--- config.mk ---
export PLATFORM = sky130hd
export DESIGN_NAME = swcap_seq
export DESIGN_NICKNAME = d
export VERILOG_FILES = /design/src/rtl/swcap_pkg.sv /design/src/rtl/swcap_sync.sv /design/src/rtl/swcap_tick_timer.sv /design/src/rtl/swcap_pad_map.sv /design/src/rtl/swcap_seq.sv
export SDC_FILE = /design/constraint.sdc
export NUM_CORES = 1
export LEC_CHECK = 0
export BUFFER_PORTS_ARGS = -buffer_cell sky130_fd_sc_hd__buf_4
export CAP_MARGIN = 20
export CORE_MARGIN = 8
export CORE_UTILIZATION = 40
export CTS_CLUSTER_DIAMETER = 80
export DETAILED_ROUTE_END_ITERATION = 7
export GPL_ROUTABILITY_DRIVEN = 1
export PLACE_DENSITY = 0.62
export SLEW_MARGIN = 20
export SYNTH_ARGS = -nofsm -noshare
export SYNTH_HDL_FRONTEND = slang
export SYNTH_SLANG_ARGS = --single-unit
export TNS_END_PERCENT = 5
--- constraint.sdc ---
create_clock -name clk -period 4.15 [get_ports clk]
set_input_delay 0.6225 -clock clk [delete_from_list [all_inputs] [get_ports clk]]
set_output_delay 0.6225 -clock clk [all_outputs]
set_load 0.05 [all_outputs]
--- src/rtl/swcap_pkg.sv ---
// Shared types for the switched-capacitor sequencer.
// Assumes three pads, indexed A=0, B=1, C=2.
package swcap_pkg;
    typedef enum logic [2:0] {
        ST_IDLE, ST_DISCH, ST_CHARGE, ST_GAP_CS,
        ST_SHARE, ST_GAP_SC, ST_CAL, ST_OUT
    } seq_state_e;

    localparam int PAD_N = 3;
endpackage

--- src/rtl/swcap_sync.sv ---
// Multi-flop level synchroniser for an asynchronous input.
// Assumes STAGES >= 2; the output lags the input by STAGES clocks.
module swcap_sync #(
    parameter int STAGES = 2
) (
    input  logic clk,
    input  logic rst_n,
    input  logic d_i,
    output logic q_o
);
    logic [STAGES-1:0] sh_q;

    // shift the input through the flop chain
    always_ff @(posedge clk) begin
        if (!rst_n) sh_q <= '0;
        else        sh_q <= {sh_q[STAGES-2:0], d_i};
    end

    assign q_o = sh_q[STAGES-1];
endmodule

--- src/rtl/swcap_tick_timer.sv ---
// Counts tick pulses within one phase and flags the tick that ends it.
// Assumes limit >= 1; clr restarts the count whenever the phase changes.
module swcap_tick_timer #(
    parameter int W = 4
) (
    input  logic         clk,
    input  logic         rst_n,
    input  logic         clr_i,
    input  logic         tick_i,
    input  logic [W-1:0] limit_i,
    output logic         last_o
);
    logic [W-1:0] cnt_q;

    assign last_o = tick_i && ((cnt_q + W'(1)) == limit_i);

    // advance on ticks, restart on phase change or expiry
    always_ff @(posedge clk) begin
        if (!rst_n)                cnt_q <= '0;
        else if (clr_i || last_o)  cnt_q <= '0;
        else if (tick_i)           cnt_q <= cnt_q + W'(1);
    end
endmodule

--- src/rtl/swcap_pad_map.sv ---
// Decodes the sequencer state into pad enables and data bits.
// Assumes enable=1 drives the pad with its data bit, 0 leaves it floating.
module swcap_pad_map
    import swcap_pkg::*;
(
    input  seq_state_e       state_i,
    output logic [PAD_N-1:0] oe_o,
    output logic [PAD_N-1:0] do_o
);
    // one drive pattern per state
    always_comb begin
        oe_o = 3'b111;
        do_o = 3'b000;
        unique case (state_i)
            ST_CHARGE:            begin oe_o = 3'b001; do_o = 3'b001; end
            ST_SHARE:             begin oe_o = 3'b100; do_o = 3'b000; end
            ST_GAP_CS, ST_GAP_SC: begin oe_o = 3'b000; do_o = 3'b000; end
            ST_CAL:               begin oe_o = 3'b110; do_o = 3'b000; end
            default:              begin oe_o = 3'b111; do_o = 3'b000; end
        endcase
    end
endmodule

--- src/rtl/swcap_seq.sv ---
// Switched-capacitor measurement sequencer: discharge, charge/share pumping
// until the comparator trips, optional timed calibration, then hold results.
// Assumes tick_i is a single-clock enable and cmp_i may be asynchronous.
module swcap_seq
    import swcap_pkg::*;
#(
    parameter int CNT_W       = 16,
    parameter int DISCH_TICKS = 8,
    parameter int PHASE_TICKS = 5,
    parameter bit HAS_CAL     = 1'b1,
    parameter int SYNC_STAGES = 2
) (
    input  logic             clk,
    input  logic             rst_n,
    input  logic             start_i,
    input  logic             cmp_i,
    input  logic             tick_i,
    output logic [2:0]       pad_oe_o,
    output logic [2:0]       pad_do_o,
    output logic [CNT_W-1:0] cycles_o,
    output logic [CNT_W-1:0] cal_ticks_o,
    output logic             done_o,
    output logic             timeout_o
);
    localparam int MAXT = (DISCH_TICKS > PHASE_TICKS) ? DISCH_TICKS : PHASE_TICKS;
    localparam int TW   = $clog2(MAXT + 1);
    localparam logic [CNT_W-1:0] CNT_MAX = {CNT_W{1'b1}};

    seq_state_e       state_q, state_d, after_cap;
    logic             cmp_s, ph_last, tmr_clr;
    logic             cyc_inc, cal_inc, to_set, run_clr;
    logic [TW-1:0]    ph_limit;
    logic [CNT_W-1:0] cyc_q, cal_q;
    logic             done_q, to_q;

    swcap_sync #(.STAGES(SYNC_STAGES)) u_sync (
        .clk(clk), .rst_n(rst_n), .d_i(cmp_i), .q_o(cmp_s)
    );

    assign ph_limit = (state_q == ST_DISCH) ? TW'(DISCH_TICKS) : TW'(PHASE_TICKS);
    assign tmr_clr  = (state_d != state_q);

    swcap_tick_timer #(.W(TW)) u_timer (
        .clk(clk), .rst_n(rst_n), .clr_i(tmr_clr), .tick_i(tick_i),
        .limit_i(ph_limit), .last_o(ph_last)
    );

    swcap_pad_map u_pads (
        .state_i(state_q), .oe_o(pad_oe_o), .do_o(pad_do_o)
    );

    // build option: where the sequence goes after the threshold crossing
    generate
        if (HAS_CAL) begin : g_cal
            assign after_cap = ST_CAL;
        end else begin : g_nocal
            assign after_cap = ST_OUT;
        end
    endgenerate

    // next-state and counter-control decode
    always_comb begin
        state_d = state_q;
        cyc_inc = 1'b0;
        cal_inc = 1'b0;
        to_set  = 1'b0;
        run_clr = 1'b0;
        unique case (state_q)
            ST_IDLE, ST_OUT: begin
                if (start_i) begin
                    state_d = ST_DISCH;
                    run_clr = 1'b1;
                end
            end
            ST_DISCH: begin
                if (ph_last) state_d = ST_CHARGE;
            end
            ST_CHARGE: begin
                if (cmp_s)        state_d = after_cap;
                else if (ph_last) state_d = ST_GAP_CS;
            end
            ST_GAP_CS: begin
                state_d = cmp_s ? after_cap : ST_SHARE;
            end
            ST_SHARE: begin
                if (cmp_s) begin
                    state_d = after_cap;
                end else if (ph_last) begin
                    if (cyc_q == CNT_MAX) begin
                        to_set  = 1'b1;
                        state_d = ST_OUT;
                    end else begin
                        cyc_inc = 1'b1;
                        state_d = ST_GAP_SC;
                    end
                end
            end
            ST_GAP_SC: begin
                state_d = cmp_s ? after_cap : ST_CHARGE;
            end
            ST_CAL: begin
                if (!cmp_s) begin
                    state_d = ST_OUT;
                end else if (tick_i) begin
                    if (cal_q == CNT_MAX) begin
                        to_set  = 1'b1;
                        state_d = ST_OUT;
                    end else begin
                        cal_inc = 1'b1;
                    end
                end
            end
            default: state_d = ST_IDLE;
        endcase
    end

    // state register
    always_ff @(posedge clk) begin
        if (!rst_n) state_q <= ST_IDLE;
        else        state_q <= state_d;
    end

    // cycle and calibration counters; they freeze once their phase is left
    always_ff @(posedge clk) begin
        if (!rst_n || run_clr) begin
            cyc_q <= '0;
            cal_q <= '0;
        end else begin
            if (cyc_inc) cyc_q <= cyc_q + CNT_W'(1);
            if (cal_inc) cal_q <= cal_q + CNT_W'(1);
        end
    end

    // completion and saturation flags
    always_ff @(posedge clk) begin
        if (!rst_n || run_clr) begin
            done_q <= 1'b0;
            to_q   <= 1'b0;
        end else begin
            done_q <= (state_d == ST_OUT);
            if (to_set) to_q <= 1'b1;
        end
    end

    assign cycles_o    = cyc_q;
    assign cal_ticks_o = cal_q;
    assign done_o      = done_q;
    assign timeout_o   = to_q;
endmodule

Word level (Yosys, flattened, before mapping). Cells that the tools add are included.

$add $sub $neg: 3. Multipliers: 0. Divide/modulo/power cells: 0. Magnitude comparators: 0. Equality and inequality tests: 12. Shift operators: 0. Mux-type cells: 33. Bitwise logic cells: 1. Reduce and logical (&&, ||, !) cells: 8.

Operators by type and width (number): 16-bit by 1-bit adder with 16-bit output (second input constant) (2); 16-bit equality test (second input constant) (2); 3-bit two-way mux (10); 3-bit case mux with 7 select lines (1); 1-bit two-way mux (17); 3-bit equality test (second input constant) (5); 3-bit case mux with 4 select lines (1); 3-bit by 2-bit equality test with 1-bit output (second input constant) (2); 2-bit OR reduction (3); 4-bit by 1-bit adder with 4-bit output (second input constant) (1); 4-bit equality test (1); 2-bit two-way mux (2); 4-bit two-way mux (1); 3-bit by 1-bit equality test with 1-bit output (second input constant) (1); 3-bit logical NOT (1); 3-bit != test (1); 1-bit logical OR (2); 1-bit case mux with 2 select lines (1); 1-bit logical AND (1); 1-bit logical NOT (1); 1-bit inverter (1).

Bits in registers: 43. Latch bits: 0. RAM bits: 0. Memory bits (read-only): 0. Input bits: 5. Output and inout port bits: 40. Logic and storage cells: 64. Memories kept: 0.

Longest topological paths before layout.
Depth in word-level cells: 10. Depth in mapped cells: 7. Gate-level depth less buffers: 6.

Modules after synthesis. From an unflattened synthesis, not the netlist that was laid out.

Cell total of the unflattened synthesis: 270. Area total of the unflattened synthesis: 2427.3 sq um.

By module, submodules not included: swcap_seq (times used 1, cells each 232, area an instance 2050.7 sq um, sequential area each 740.7 sq um); swcap_tick_timer (times used 1, cells each 24, area an instance 256.5 sq um, sequential area each 80.1 sq um); swcap_pad_map (times used 1, cells each 10, area an instance 67.6 sq um, sequential area each 0.0 sq um); swcap_sync (times used 1, cells each 4, area an instance 52.6 sq um, sequential area each 40.0 sq um).

Worst setup path before layout. OpenSTA, ideal clock, no wires.

Path kind: register -> output. Start point: reg state_q[0]. End point: out pad_do_o[0]. Arrival time: 1713 ps. Required time: 3527 ps. Path slack: 1815 ps. Stages on the path, launching flop included: 4. Path buffers: 2. Cells stage by stage: dfxtp_1 > buf_6 > clkbuf_1 > nor3_1.

Cells in the longest elaborated chain, start to end: 2.

RTL lines: start: declaration (RTL line swcap_seq.sv:29) `seq_state_e state_q, state_d, after_cap;`; start signal: assignment (RTL line swcap_seq.sv:120) `else state_q <= state_d;`; 3-bit by 2-bit equality test with 1-bit output (RTL line swcap_pad_map.sv:14) `unique case (state_i)`; 1-bit two-way mux (RTL line swcap_pad_map.sv:14); end: declaration (RTL line swcap_seq.sv:19) `output logic [2:0] pad_do_o,`.

Every way passes these cells.

Worst setup path in the final report.
Start point: reg state_q[0]. End point: out pad_oe_o[2].

Cells in the longest elaborated chain, start to end: 3. Elaborated cells between the ends (all ways): 7. Classes of those cells: eq/ne (5); mux (1); reduce/logical (1).

RTL lines: 3-bit by 2-bit equality test with 1-bit output / 3-bit equality test (equally long branches) (RTL line swcap_pad_map.sv:14); 2-bit OR reduction (RTL line swcap_pad_map.sv:14); 3-bit case mux with 4 select lines (*) (RTL line swcap_pad_map.sv:14); end: declaration (RTL line swcap_seq.sv:18) `output logic [2:0] pad_oe_o,`.

Every way passes the cells marked *; elsewhere a longest branch is shown, timed or not.

==> flow_summary_export.csv <==
group,metric,value,unit
global_routing,grt_usage,12.9,%
drt,detail-route-antenna-nets,0,
logic_synthesis,synth.avg_cell_area,8.83,sq um
logic_synthesis,seq_area_frac_synth,35.2,%
drt,viasPerCell,5.37,
critical_path,worstReg2RegStart,"u_timer.cnt_q[0]$_SDFFE_PP0P_",
logic_synthesis,synth_area,2440,sq um
logic_synthesis,synth-seq-cells,43,
global_routing,antenna_found_initial,0,
worst_hold_path,hold_depth,1,
drt,dr_total_vias,2074,
cells_and_area,final_cell_area,2860,sq um
critical_path,r2r_end,"cycles_o[12]$_SDFFE_PP0P_",
global_routing,grt.overflow.total,0,
critical_path,cp_data_arrival_time,1580,ps
logic_synthesis,postSynthCellCount,277,
sta,report.final.setup_viol,0,
place,io_buffers,42,
drt,drt_iter0_drc,62,
clock_network,cts_sinks,43,
cells_and_area,diodes,0,
clock_network,clk_pin_slew_worst_paths,80,ps
logic_synthesis,ys.flop_type,"dfxtp_1",
floorplanning,die_w,94.2,um
critical_path,cp_max_fo,16,
place,dp.cells,377,
sta,fmax,455,MHz
sta,min_period,2200,ps
flow_run,cap_violations,0,
critical_path,crit_type,"flop to output port",
clock_network,cts_resized,0,
floorplanning,die_h,94.2,um
cells_and_area,nets,318,
pwr,intPower,617,uW
logic_synthesis,yosysWarnings,0,
global_routing,met2_usage,19.6,%
critical_path,regToRegSetupSlack,1990,ps
global_routing,grt_max_degree,34,
clock_network,clk_latency,300,ps
critical_path,critPathRequiredTime,3530,ps
sta,grt_setup_unrepaired,"false",
sta,setup_tns,0,ps
drt,avgRoutedWirePerCell,14.1,um
global_routing,grt-busiest-layer,"met2",
global_routing,grtUsageMet1,17.0,%
pwr,p_sw_share,29.7,%
pwr,p_seq_share,50.7,%
critical_path,worstRegToRegCells,6,
pwr,clkPwrFrac,33.9,%
worst_hold_path,min_to,"u_sync.sh_q[1]$_SDFF_PN0_",
sta,tightest_slew,651,ps
drt,drt-total-wl,5430,um
drt,drc_errors,0,
cells_and_area,drive_gt1_share,23.8,%
critical_path,worstSetupStartpointType,"flop",
sta,slew_headroom,56.4,%
clock_network,clockRootBuffer,"clkbuf_8",
global_routing,grt_pass1_vias,1981,
clock_network,cts_tree,"done",
clock_network,postCtsSetupBuffers,0,
cells_and_area,layout.cells.non_filler,386,
drt,dr.pass1.iters,4,
floorplanning,core_area,5920,sq um
cells_and_area,area_delta_synth_final,17.1,%
pwr,combPwrFrac,15.4,%
sta,skew,14.2,ps
clock_network,cts.path.max_buffers,2,
sta,timing.final.crit_share,53.0,%
pwr,netSwitchingPower,261,uW
place,dpl_cell_area,2750,sq um
clock_network,cts_made_buffers,5,
clock_network,htreeDepth,2,
clock_network,cts_hold_buffers,0,
logic_synthesis,synth_cell_types,49,
sta,drv_slew,0,
outcome,status,"completed",
place,place_congestion,0.798,
pwr,p_leak,0.967,nW
sta,final_hold_viol_count,0,
global_routing,grtUsageMet3,3.04,%
global_routing,grt_pass1_wl,9520,um
pwr,ir_worst_vdd,0.000221,V
logic_synthesis,synth_enable_flop_cells,0,
place,dp_hpwl,3860,um
floorplanning,fp-row-count,28,
worst_hold_path,hold_class,"flop to flop",
worst_hold_path,min_from,"u_sync.sh_q[0]$_SDFF_PN0_",
floorplanning,pin_count,45,
floorplanning,dieArea,8870,sq um
floorplanning,floorplan.initialDensity,41.3,%
pwr,powerDensity,307,nW/um^2
logic_synthesis,ys_async_sr_fraction,0,%
critical_path,end_kind,"output port",
cells in the mapped netlist (2+ instances only):
library cell | instances | area, sq um
o21ai_0 | 6 | 30.0
and4_1 | 2 | 17.5
nor3_1 | 6 | 30.0
nor4_1 | 9 | 56.3
dfxtp_1 | 43 | 861
nand4b_1 | 2 | 17.5
nand2_1 | 19 | 71.3
nor2_1 | 37 | 139
a21oi_1 | 8 | 40.0
and3_1 | 2 | 12.5
buf_6 | 3 | 33.8
inv_1 | 7 | 26.3
nor4b_2 | 2 | 30.0
clkbuf_1 | 7 | 26.3
mux2i_1 | 3 | 30.0
buf_2 | 3 | 15.0
buf_4 | 6 | 45.0
nand4_1 | 11 | 68.8
a211oi_1 | 4 | 30.0
nor3_2 | 8 | 80.1
ha_1 | 3 | 37.5
and2_1 | 5 | 31.3
xnor2_1 | 34 | 298
xor2_1 | 2 | 17.5
nand3_1 | 19 | 95.1
a2111oi_2 | 3 | 45.0
power groups by stage:
stage	registers [mW]	logic [mW]	clock network (mW)
2_1_floorplan	0.438	0.129	0
3_3_place_gp	0.455	0.135	0
3_5_place_dp	0.455	0.136	0
4_1_cts	0.445	0.137	0.311
5_1_grt	0.448	0.148	0.326
6_report	0.445	0.135	0.298
cell usage in the layout (no fill, tap or decap), types with 2 or more instances in the layout:
master,count
inv_1,7
and3_1,2
buf_4,43
nor4_1,9
a21oi_1,8
a211oi_1,4
nor4b_2,2
and4_1,2
nand4_1,11
dfxtp_1,43
nor3_2,8
nand4b_1,2
nor2_1,37
o21ai_0,6
ha_1,3
mux2i_1,3
and2_1,5
nand3_1,19
nor3_1,6
nand2_1,18
xnor2_1,34
conb_1,2
a2111oi_2,3
xor2_1,2
clkbuf_8,7
critical path, cell delays in order (launching register included):
cell,delay (ps)
dfxtp_1,680
inv_1,150
nor3_1,190
a21oi_1,60
buf_4,200
worst max path at each step:
stage	startpoint	to	slack, ps	cells after the start
final	state_q[0]$_SDFF_PN0_	pad_oe_o[2]	1950	4
after global routing	state_q[0]$_SDFF_PN0_	pad_oe_o[2]	1830	4
after CTS	cycles_o[0]$_SDFFE_PP0P_	cycles_o[12]$_SDFFE_PP0P_	1730	6
after detailed placement	cycles_o[0]$_SDFFE_PP0P_	cycles_o[12]$_SDFFE_PP0P_	1750	6
after global placement	cycles_o[0]$_SDFFE_PP0P_	cycles_o[15]$_SDFFE_PP0P_	1810	6
after floorplan	state_q[0]$_SDFF_PN0_	pad_do_o[0]	1810	3
cell type report:
| type | instances | area [sq um] |
|---|---|---|
| fillers | 612 | 3060 |
| inverters | 7 | 26.3 |
| flip-flops and latches | 43 | 861 |
| well taps | 75 | 93.8 |
| clock inverters | 1 | 7.51 |
| clock buffers | 7 | 96.3 |
| multi-input cells | 209 | 1440 |
| repair buffers | 44 | 334 |
routing by layer:
layer / vias up / share of wire [%]
li1: 1046 / -
met1: 984 / 49
met2: 37 / 46
met3: 7 / 4.2
met4: 0 / 1.5
met5: - / 0
kinds of logic after synthesis:
kind of cell	after synthesis	synth area share [%]
flip-flops	43	35.2
AO/OA/AOI/OAI	30	9.31
buffers and inverters	26	5.99
adder cells (fa/ha/maj)	4	1.94
AND/OR/NAND/NOR	134	33.3
other	1	0.153
XOR/XNOR	36	12.9
multiplexers	3	1.23
sequential cells by signal, summed over array words and instances, names as in the netlist:
name and count:
u_sync.sh_q 2, cycles_o 16, done_o 1, state_q 3
cal_ticks_o 16, u_timer.cnt_q 4, timeout_o 1
stage by stage:
| step | power, mW | hold slack (ps) | setup slack, ps | utilization, % |
|---|---|---|---|---|
| after floorplan | 0.568 | 412 | 1810 | - |
| after global placement | 0.590 | 415 | 1810 | 46.4 |
| after detailed placement | 0.590 | 424 | 1750 | 46.4 |
| after CTS | 0.892 | 443 | 1730 | 48.2 |
| after global routing | 0.922 | 482 | 1830 | 48.4 |
| final | 0.878 | 440 | 1950 | 48.4 |
Note: power is estimated with default switching activity, not from simulation.
